### src/rtl/mcpu_pkg.sv
package mcpu_pkg;

  localparam int unsigned STEP_W = 3;

  localparam logic [15:0] OP_STORE_PREDEC = 16'h92EE;
  localparam logic [15:0] OP_CALL_Z       = 16'h9509;

  localparam int unsigned REG_SRC = 14;
  localparam int unsigned REG_XL  = 26;
  localparam int unsigned REG_XH  = 27;
  localparam int unsigned REG_ZL  = 30;
  localparam int unsigned REG_ZH  = 31;

  localparam int unsigned FETCH_LAST = 5;
  localparam int unsigned STORE_LAST = 6;
  localparam int unsigned CALL_LAST  = 5;
  localparam int unsigned NONE_LAST  = 0;

  typedef enum logic [1:0] {
    K_NONE  = 2'd0,
    K_STORE = 2'd1,
    K_CALL  = 2'd2
  } op_kind_t;

endpackage

### src/rtl/mcpu_seq.sv
module mcpu_seq
  import mcpu_pkg::*;
(
  input  logic              clk,
  input  logic              rst,
  input  logic [15:0]       ir,
  output logic              in_exec,
  output logic [STEP_W-1:0] step,
  output op_kind_t          kind
);

  localparam logic [STEP_W-1:0] F_LAST = STEP_W'(FETCH_LAST);
  localparam logic [STEP_W-1:0] S_LAST = STEP_W'(STORE_LAST);
  localparam logic [STEP_W-1:0] C_LAST = STEP_W'(CALL_LAST);
  localparam logic [STEP_W-1:0] N_LAST = STEP_W'(NONE_LAST);

  logic [STEP_W-1:0] exec_last;

  // Decode the held instruction word
  always_comb begin
    if (ir == OP_STORE_PREDEC)  kind = K_STORE;
    else if (ir == OP_CALL_Z)   kind = K_CALL;
    else                        kind = K_NONE;
  end

  always_comb begin
    case (kind)
      K_STORE: exec_last = S_LAST;
      K_CALL:  exec_last = C_LAST;
      default: exec_last = N_LAST;
    endcase
  end

  always_ff @(posedge clk) begin
    if (rst) begin
      in_exec <= 1'b0;
      step    <= '0;
    end else if (!in_exec) begin
      if (step == F_LAST) begin
        in_exec <= 1'b1;
        step    <= '0;
      end else begin
        step <= step + STEP_W'(1);
      end
    end else begin
      if (step == exec_last) begin
        in_exec <= 1'b0;
        step    <= '0;
      end else begin
        step <= step + STEP_W'(1);
      end
    end
  end

  AST_BAD_OP_RETURN: assert property (@(posedge clk) disable iff (rst)
    (in_exec && step == '0 && kind == K_NONE) |=> (!in_exec && step == '0));

endmodule

### src/rtl/mcpu_rf.sv
module mcpu_rf #(
  parameter int unsigned     NREG     = 32,
  parameter int unsigned     DATA_W   = 8,
  parameter int unsigned     REG_AW   = $clog2(NREG),
  parameter logic [2*DATA_W-1:0] X_INIT   = '0,
  parameter logic [2*DATA_W-1:0] Z_INIT   = '0,
  parameter logic [DATA_W-1:0]   SRC_INIT = '0
) (
  input  logic              clk,
  input  logic              rst,
  input  logic [REG_AW-1:0] addr,
  input  logic              we,
  input  logic [DATA_W-1:0] wdata,
  output logic [DATA_W-1:0] rdata
);

  logic [DATA_W-1:0] regs [NREG];

  function automatic logic [DATA_W-1:0] init_val(input int unsigned idx);
    if (idx == mcpu_pkg::REG_XL)       return X_INIT[DATA_W-1:0];
    else if (idx == mcpu_pkg::REG_XH)  return X_INIT[2*DATA_W-1:DATA_W];
    else if (idx == mcpu_pkg::REG_ZL)  return Z_INIT[DATA_W-1:0];
    else if (idx == mcpu_pkg::REG_ZH)  return Z_INIT[2*DATA_W-1:DATA_W];
    else if (idx == mcpu_pkg::REG_SRC) return SRC_INIT;
    else                               return '0;
  endfunction

  // One port: a single address serves the read and the write
  always_ff @(posedge clk) begin
    if (rst) begin
      for (int i = 0; i < NREG; i++) regs[i] <= init_val(i);
    end else if (we) begin
      regs[addr] <= wdata;
    end
  end

  assign rdata = regs[addr];

  AST_RF_XONLY: assert property (@(posedge clk) disable iff (rst)
    we |-> (addr == REG_AW'(mcpu_pkg::REG_XL) || addr == REG_AW'(mcpu_pkg::REG_XH)));

endmodule

### src/rtl/mcpu_dp.sv
module mcpu_dp
  import mcpu_pkg::*;
#(
  parameter int unsigned       ADDR_W   = 16,
  parameter int unsigned       DATA_W   = 8,
  parameter int unsigned       REG_AW   = 5,
  parameter logic [ADDR_W-1:0] PC_RESET = '0,
  parameter logic [ADDR_W-1:0] SP_RESET = '1
) (
  input  logic              clk,
  input  logic              rst,
  input  logic              in_exec,
  input  logic [STEP_W-1:0] step,
  input  op_kind_t          kind,
  input  logic [DATA_W-1:0] mem_rdata,
  input  logic [DATA_W-1:0] rf_rdata,
  output logic [ADDR_W-1:0] mar,
  output logic [DATA_W-1:0] mdr,
  output logic              mem_we,
  output logic [ADDR_W-1:0] pc,
  output logic [ADDR_W-1:0] sp,
  output logic [15:0]       ir,
  output logic [REG_AW-1:0] rf_addr,
  output logic              rf_we,
  output logic [DATA_W-1:0] rf_wdata
);

  localparam int unsigned HI = ADDR_W - 1;
  localparam int unsigned LO = DATA_W;

  logic [ADDR_W-1:0] ac;

  // Register-file port control: one access per step
  always_comb begin
    rf_addr  = '0;
    rf_we    = 1'b0;
    rf_wdata = ac[DATA_W-1:0];
    if (in_exec) begin
      if (kind == K_STORE) begin
        case (step)
          3'd0: rf_addr = REG_AW'(REG_XL);
          3'd1: rf_addr = REG_AW'(REG_XH);
          3'd3: begin rf_addr = REG_AW'(REG_XL); rf_we = 1'b1; rf_wdata = ac[DATA_W-1:0]; end
          3'd4: begin rf_addr = REG_AW'(REG_XH); rf_we = 1'b1; rf_wdata = ac[HI:LO]; end
          3'd5: rf_addr = REG_AW'(REG_SRC);
          default: ;
        endcase
      end else if (kind == K_CALL) begin
        case (step)
          3'd4: rf_addr = REG_AW'(REG_ZL);
          3'd5: rf_addr = REG_AW'(REG_ZH);
          default: ;
        endcase
      end
    end
  end

  always_ff @(posedge clk) begin
    if (rst) begin
      pc     <= PC_RESET;
      sp     <= SP_RESET;
      ac     <= '0;
      mar    <= '0;
      mdr    <= '0;
      ir     <= '0;
      mem_we <= 1'b0;
    end else begin
      mem_we <= 1'b0;
      if (!in_exec) begin
        case (step)
          3'd0: mar <= pc;
          3'd1: pc  <= pc + ADDR_W'(1);
          3'd2: begin mdr <= mem_rdata; mar <= pc; end
          3'd3: begin ir[7:0] <= mdr; pc <= pc + ADDR_W'(1); end
          3'd4: mdr <= mem_rdata;
          3'd5: ir[15:8] <= mdr;
          default: ;
        endcase
      end else if (kind == K_STORE) begin
        case (step)
          3'd0: ac[DATA_W-1:0] <= rf_rdata;
          3'd1: ac[HI:LO]      <= rf_rdata;
          3'd2: ac             <= ac - ADDR_W'(1);
          3'd3: mar            <= ac;
          3'd5: begin mdr <= rf_rdata; mem_we <= 1'b1; end
          default: ;
        endcase
      end else if (kind == K_CALL) begin
        case (step)
          3'd0: begin mar <= sp; mdr <= pc[DATA_W-1:0]; mem_we <= 1'b1; end
          3'd1: begin sp <= sp - ADDR_W'(1); mdr <= pc[HI:LO]; end
          3'd2: begin mar <= sp; mem_we <= 1'b1; end
          3'd3: sp <= sp - ADDR_W'(1);
          3'd4: pc[DATA_W-1:0] <= rf_rdata;
          3'd5: pc[HI:LO]      <= rf_rdata;
          default: ;
        endcase
      end
    end
  end

  AST_WE_EXEC_ONLY: assert property (@(posedge clk) disable iff (rst)
    mem_we |-> in_exec);

  AST_WE_SINGLE: assert property (@(posedge clk) disable iff (rst)
    mem_we |=> !mem_we);

  AST_SP_STEP: assert property (@(posedge clk) disable iff (rst)
    (sp != $past(sp)) |-> (sp == $past(sp) - ADDR_W'(1)));

endmodule

### src/rtl/mcpu_ctrl.sv
module mcpu_ctrl
  import mcpu_pkg::*;
#(
  parameter int unsigned         ADDR_W   = 16,
  parameter int unsigned         DATA_W   = 8,
  parameter int unsigned         NREG     = 32,
  parameter logic [ADDR_W-1:0]   PC_RESET = 16'h0120,
  parameter logic [ADDR_W-1:0]   SP_RESET = 16'h03F0,
  parameter logic [2*DATA_W-1:0] X_INIT   = 16'h0102,
  parameter logic [2*DATA_W-1:0] Z_INIT   = 16'h0040,
  parameter logic [DATA_W-1:0]   SRC_INIT = 8'hA5
) (
  input  logic              clk,
  input  logic              rst,
  output logic [ADDR_W-1:0] mem_addr,
  output logic [DATA_W-1:0] mem_wdata,
  output logic              mem_we,
  input  logic [DATA_W-1:0] mem_rdata,
  output logic [ADDR_W-1:0] dbg_pc,
  output logic [ADDR_W-1:0] dbg_sp,
  output logic [STEP_W:0]   dbg_step
);

  localparam int unsigned REG_AW = $clog2(NREG);

  logic              in_exec;
  logic [STEP_W-1:0] step;
  op_kind_t          kind;
  logic [15:0]       ir;
  logic [REG_AW-1:0] rf_addr;
  logic              rf_we;
  logic [DATA_W-1:0] rf_wdata;
  logic [DATA_W-1:0] rf_rdata;

  mcpu_seq seq_i (
    .clk     (clk),
    .rst     (rst),
    .ir      (ir),
    .in_exec (in_exec),
    .step    (step),
    .kind    (kind)
  );

  mcpu_rf #(
    .NREG     (NREG),
    .DATA_W   (DATA_W),
    .REG_AW   (REG_AW),
    .X_INIT   (X_INIT),
    .Z_INIT   (Z_INIT),
    .SRC_INIT (SRC_INIT)
  ) rf_i (
    .clk   (clk),
    .rst   (rst),
    .addr  (rf_addr),
    .we    (rf_we),
    .wdata (rf_wdata),
    .rdata (rf_rdata)
  );

  mcpu_dp #(
    .ADDR_W   (ADDR_W),
    .DATA_W   (DATA_W),
    .REG_AW   (REG_AW),
    .PC_RESET (PC_RESET),
    .SP_RESET (SP_RESET)
  ) dp_i (
    .clk       (clk),
    .rst       (rst),
    .in_exec   (in_exec),
    .step      (step),
    .kind      (kind),
    .mem_rdata (mem_rdata),
    .rf_rdata  (rf_rdata),
    .mar       (mem_addr),
    .mdr       (mem_wdata),
    .mem_we    (mem_we),
    .pc        (dbg_pc),
    .sp        (dbg_sp),
    .ir        (ir),
    .rf_addr   (rf_addr),
    .rf_we     (rf_we),
    .rf_wdata  (rf_wdata)
  );

  assign dbg_step = {in_exec, step};

endmodule

### config.mk
export PLATFORM = sky130hd
export DESIGN_NAME = mcpu_ctrl
export DESIGN_NICKNAME = d
export VERILOG_FILES = /design/src/rtl/mcpu_pkg.sv /design/src/rtl/mcpu_seq.sv /design/src/rtl/mcpu_rf.sv /design/src/rtl/mcpu_dp.sv /design/src/rtl/mcpu_ctrl.sv
export SDC_FILE = /design/constraint.sdc
export NUM_CORES = 1
export LEC_CHECK = 0
export BUFFER_PORTS_ARGS = -buffer_cell sky130_fd_sc_hd__buf_2
export CAP_MARGIN = 20
export CORE_MARGIN = 1.5
export CORE_UTILIZATION = 50
export CTS_BUF_LIST = sky130_fd_sc_hd__clkbuf_8 sky130_fd_sc_hd__clkbuf_16
export DETAILED_ROUTE_END_ITERATION = 8
export PLACE_DENSITY = 0.83
export SLEW_MARGIN = 20
export SYNTH_ARGS = -nofsm -noshare
export SYNTH_HDL_FRONTEND = slang
export SYNTH_SLANG_ARGS = --single-unit
### constraint.sdc
create_clock -name clk -period 2.72 [get_ports clk]
set_input_delay 0 -clock clk [delete_from_list [all_inputs] [get_ports clk]]
set_output_delay 0 -clock clk [all_outputs]
set_load 0.02 [all_outputs]
==> results.md <==
- Clock slew at reported path FFs: roughly 70 ps
- ANT cells: 0
- Pins Over Slew Limit: 0
- Area of the multi-input gates: 5119 um^2
- VDD IR max: 0.0004318 V
- Fmax: 326.8 MHz
- Starting density of the core: about half
- Routed Antenna Nets: 0
- Asr flop ratio synth: 0%
- Status: finished, violations left
- DP Wirelength: 19480 um
- Post-synth EDFFs: 89
- Leak pwr: 0.004660 uW
- CP delay by family, top: simple AND/OR/NAND/NOR gates
- Synth top area cells: edfxtp_1 28%, dfxtp_1 20%, nor2_1 7.0%, mux2i_1 6.5%, nand2_1 4.9%
- Yosys top cell area share: 28.49%
- Routed WL: 30500 um
- Worst-Skew Late Latency: 440 ps
- Via count: 9366
- Relative slew slack: 47.35%
- Crit path depth: 10
- Root Driver: clkbuf_16
- Worst path arrival time: between 3000 and 4000 ps
- Syn Area/Cell: 9.063 um^2
- GP Congestion: about 0.92
- DR vias/cell: 6.286
- Number of global-route vias before repair: about 8900
- Inserted Clock Buffers: 17
- Post-synth cell types: 79
- Chip Height: 140.0 um
- Port Buffers: 70
- Max FO, Critical Path: 8
- P per Cell Area: 496.4 nW/um^2
- Hold Path Class: primary input to flop
- Max Buffers Root-to-Sink: 2
- Worst r2r path cells: 10
- First-pass GRT wire length: ~46000 um
- Violated checks: negative setup slack
- Yosys Warn Count: 0
- Row cnt: 49
- # nets final: 1266
- Most instantiated cells after synthesis: 176 x nor2_1, 123 x nand2_1, 93 x dfxtp_1
- Fin crit period: 3060 ps
- Worst-margin pin slew: 783.7 ps
- Sequential share of the synthesized area: 48.34%
- Final design area excluding fillers: between 10000 and 15000 um^2
- Clock Skews: 13.79 ps
- DRC: 0
- Most numerous cell in the Yosys netlist: nor2_1
- CP max-delay cell: or4b_4
- Delay of the slowest cell on the worst path: around 530 ps
- All-Layer GR Usage: between 30% and 40%
- Drt pass-1 iters: 6
- Tcrit/Tclk final: 112.5%
- #FFs+latches synth: 182
- Wire length per cell: 20.47 um
- RSZ-0062 raised after global routing: yes
- Bufs and invs on worst path: 2
- Post-Layout Cell Count: 1490
- Core footprint: between 15000 and 20000 um^2
- Die extent in x: 140.0 um
- Worst setup margin: -340.0 ps
- Final-layout fill cell count: approximately 1300
- Layout area overhead: 31.29%
- Yosys top cell by area: edfxtp_1
- Hold depth: 2
- Largest net degree at the start of global routing: 50
- Reg area: 4543 um^2
- CTS tree: built
- Cells after Synth: 1035
- Final setup fails: 41
- Worst EP required: 3060 ps
- Critical path class: flop to flop
- Htree depth: 4
- Clk sink count: 182
- Initial antenna violation count: 0
- Cell Chain, Critical Path: or4b_4, or3_4, o32ai_4, and2_4, buf_12, mux2_4, a222oi_1, nand3b_1, buf_4, a22o_1
- Worst hold slack: 5.974 ps
- Final Hold Fails: 0
- Most used DFF post-synth: dfxtp_1
- Mapped Area: 9380 um^2
- Iter 0 DRT Violations: 1211
- Worst Setup Start Kind: flop
- Total gr overflow: 0
- IO Pins: 71
- Share of layout cells above drive strength 1: 28.55%
- Die area: 19590 um^2
- DP Cell Count: 1430
- DP Area: 10950 um^2
- Max-cap violations: 0
- CP Capture Type: flop
-- stage by stage --
step	total power, uW	utilization [%]	TNS [ps]	setup WS [ps]
after detailed placement	3627	60.13	-22890	-433.7
after global placement	3614	60.13	-13140	-345.5
after global routing	6292	67.64	-15800	-412.4
after CTS	6061	65.84	-6466	-243.0
final	6113	67.64	-8822	-340.0
after floorplan	3399	-	-302.0	-102.7
-- layout make-up --
cell class                 count  area share [%]
clock buffer                  19           3.769
clock inverter                13           1.026
inverter                      19          0.5791
multi-input combinational    802           41.56
sequential                   182           36.89
tap                          229           2.327
timing repair buffer         226           13.85
-- registers in the layout, summed over array words and instances (netlist names) --
signal / count
seq_i.step: 3
dp_i.mar: 16
dp_i.sp: 16
dp_i.ir: 16
dp_i.ac: 16
dp_i.mem_we: 1
rf_i.regs: 89
dp_i.mdr: 8
dp_i.pc: 16
seq_i.in_exec: 1
-- layout by cell type (no fill, tap or decap), drive strengths merged, types with 18 or more instances in the layout --
cell type / netlist / layout
buf: 13 / 218
nor2: 177 / 177
nand2: 123 / 123
dfxtp: 93 / 93
edfxtp: 89 / 89
o21ai: 76 / 76
mux2i: 61 / 61
a21oi: 45 / 45
nor3: 34 / 34
a31oi: 32 / 32
inv: 19 / 28
nand3: 27 / 27
conb: 2 / 25
clkbuf: 42 / 19
nor4: 18 / 18
-- worst reg2reg max path, stage by stage, from the launching register on --
cell and delay (ps):
dfxtp_2 320, or4b_4 540, or3_4 390, o32ai_4 150, and2_4 220, buf_12 130, mux2_4 310, a222oi_1 380
nand3b_1 120, buf_4 180, a22o_1 230
-- logic make-up (layout without fill, tap and decap cells) --
family          count (synthesis)  count (layout)  share of synthesized area (%)
compound gates                233             233                          15.65
xor+xnor                       14              14                          1.307
fa+ha+maj                       8               8                          1.067
buf+inv                        74             277                          3.455
flops                         182             182                          48.34
mux                            74              74                          8.070
other cells                     2              25                        0.08006
simple gates                  448             448                          22.04
-- power by group --
group | switching [uW] | internal [uW] | leakage, uW
clock network | 1190 | 1300 | 0.000296
registers | 62.2 | 2970 | 0.00162
logic | 370 | 225 | 0.00275
-- worst paths after layout --
check | start | to | slack (ps)
max | dp_i.ir[4] | dp_i.pc[13] | -340
min | rst | dp_i.ir[15] | 6
max reg2reg | dp_i.ir[4] | dp_i.pc[13] | -340
min reg2reg | dp_i.ir[12] | dp_i.ir[12] | 470
-- layer usage --
metal  track usage [%]  part of all wire [%]  vias up
met5                 0                     0        -
met4             15.79                   4.1        0
met3             5.299                   9.0      118
met2             48.68                    47      595
met1             38.63                    39     4481
li1                  -                     -     4172
-- what timing repair did --
item,CTS,global route
hold endpoints to repair,7,0
buffers inserted,16,8
gates cloned,1,0
resized for setup,58,63
hold buffers,7,0
pin swaps,23,33
endpoints found under the setup margin,166,186
Note: power is estimated with default switching activity, not from simulation.
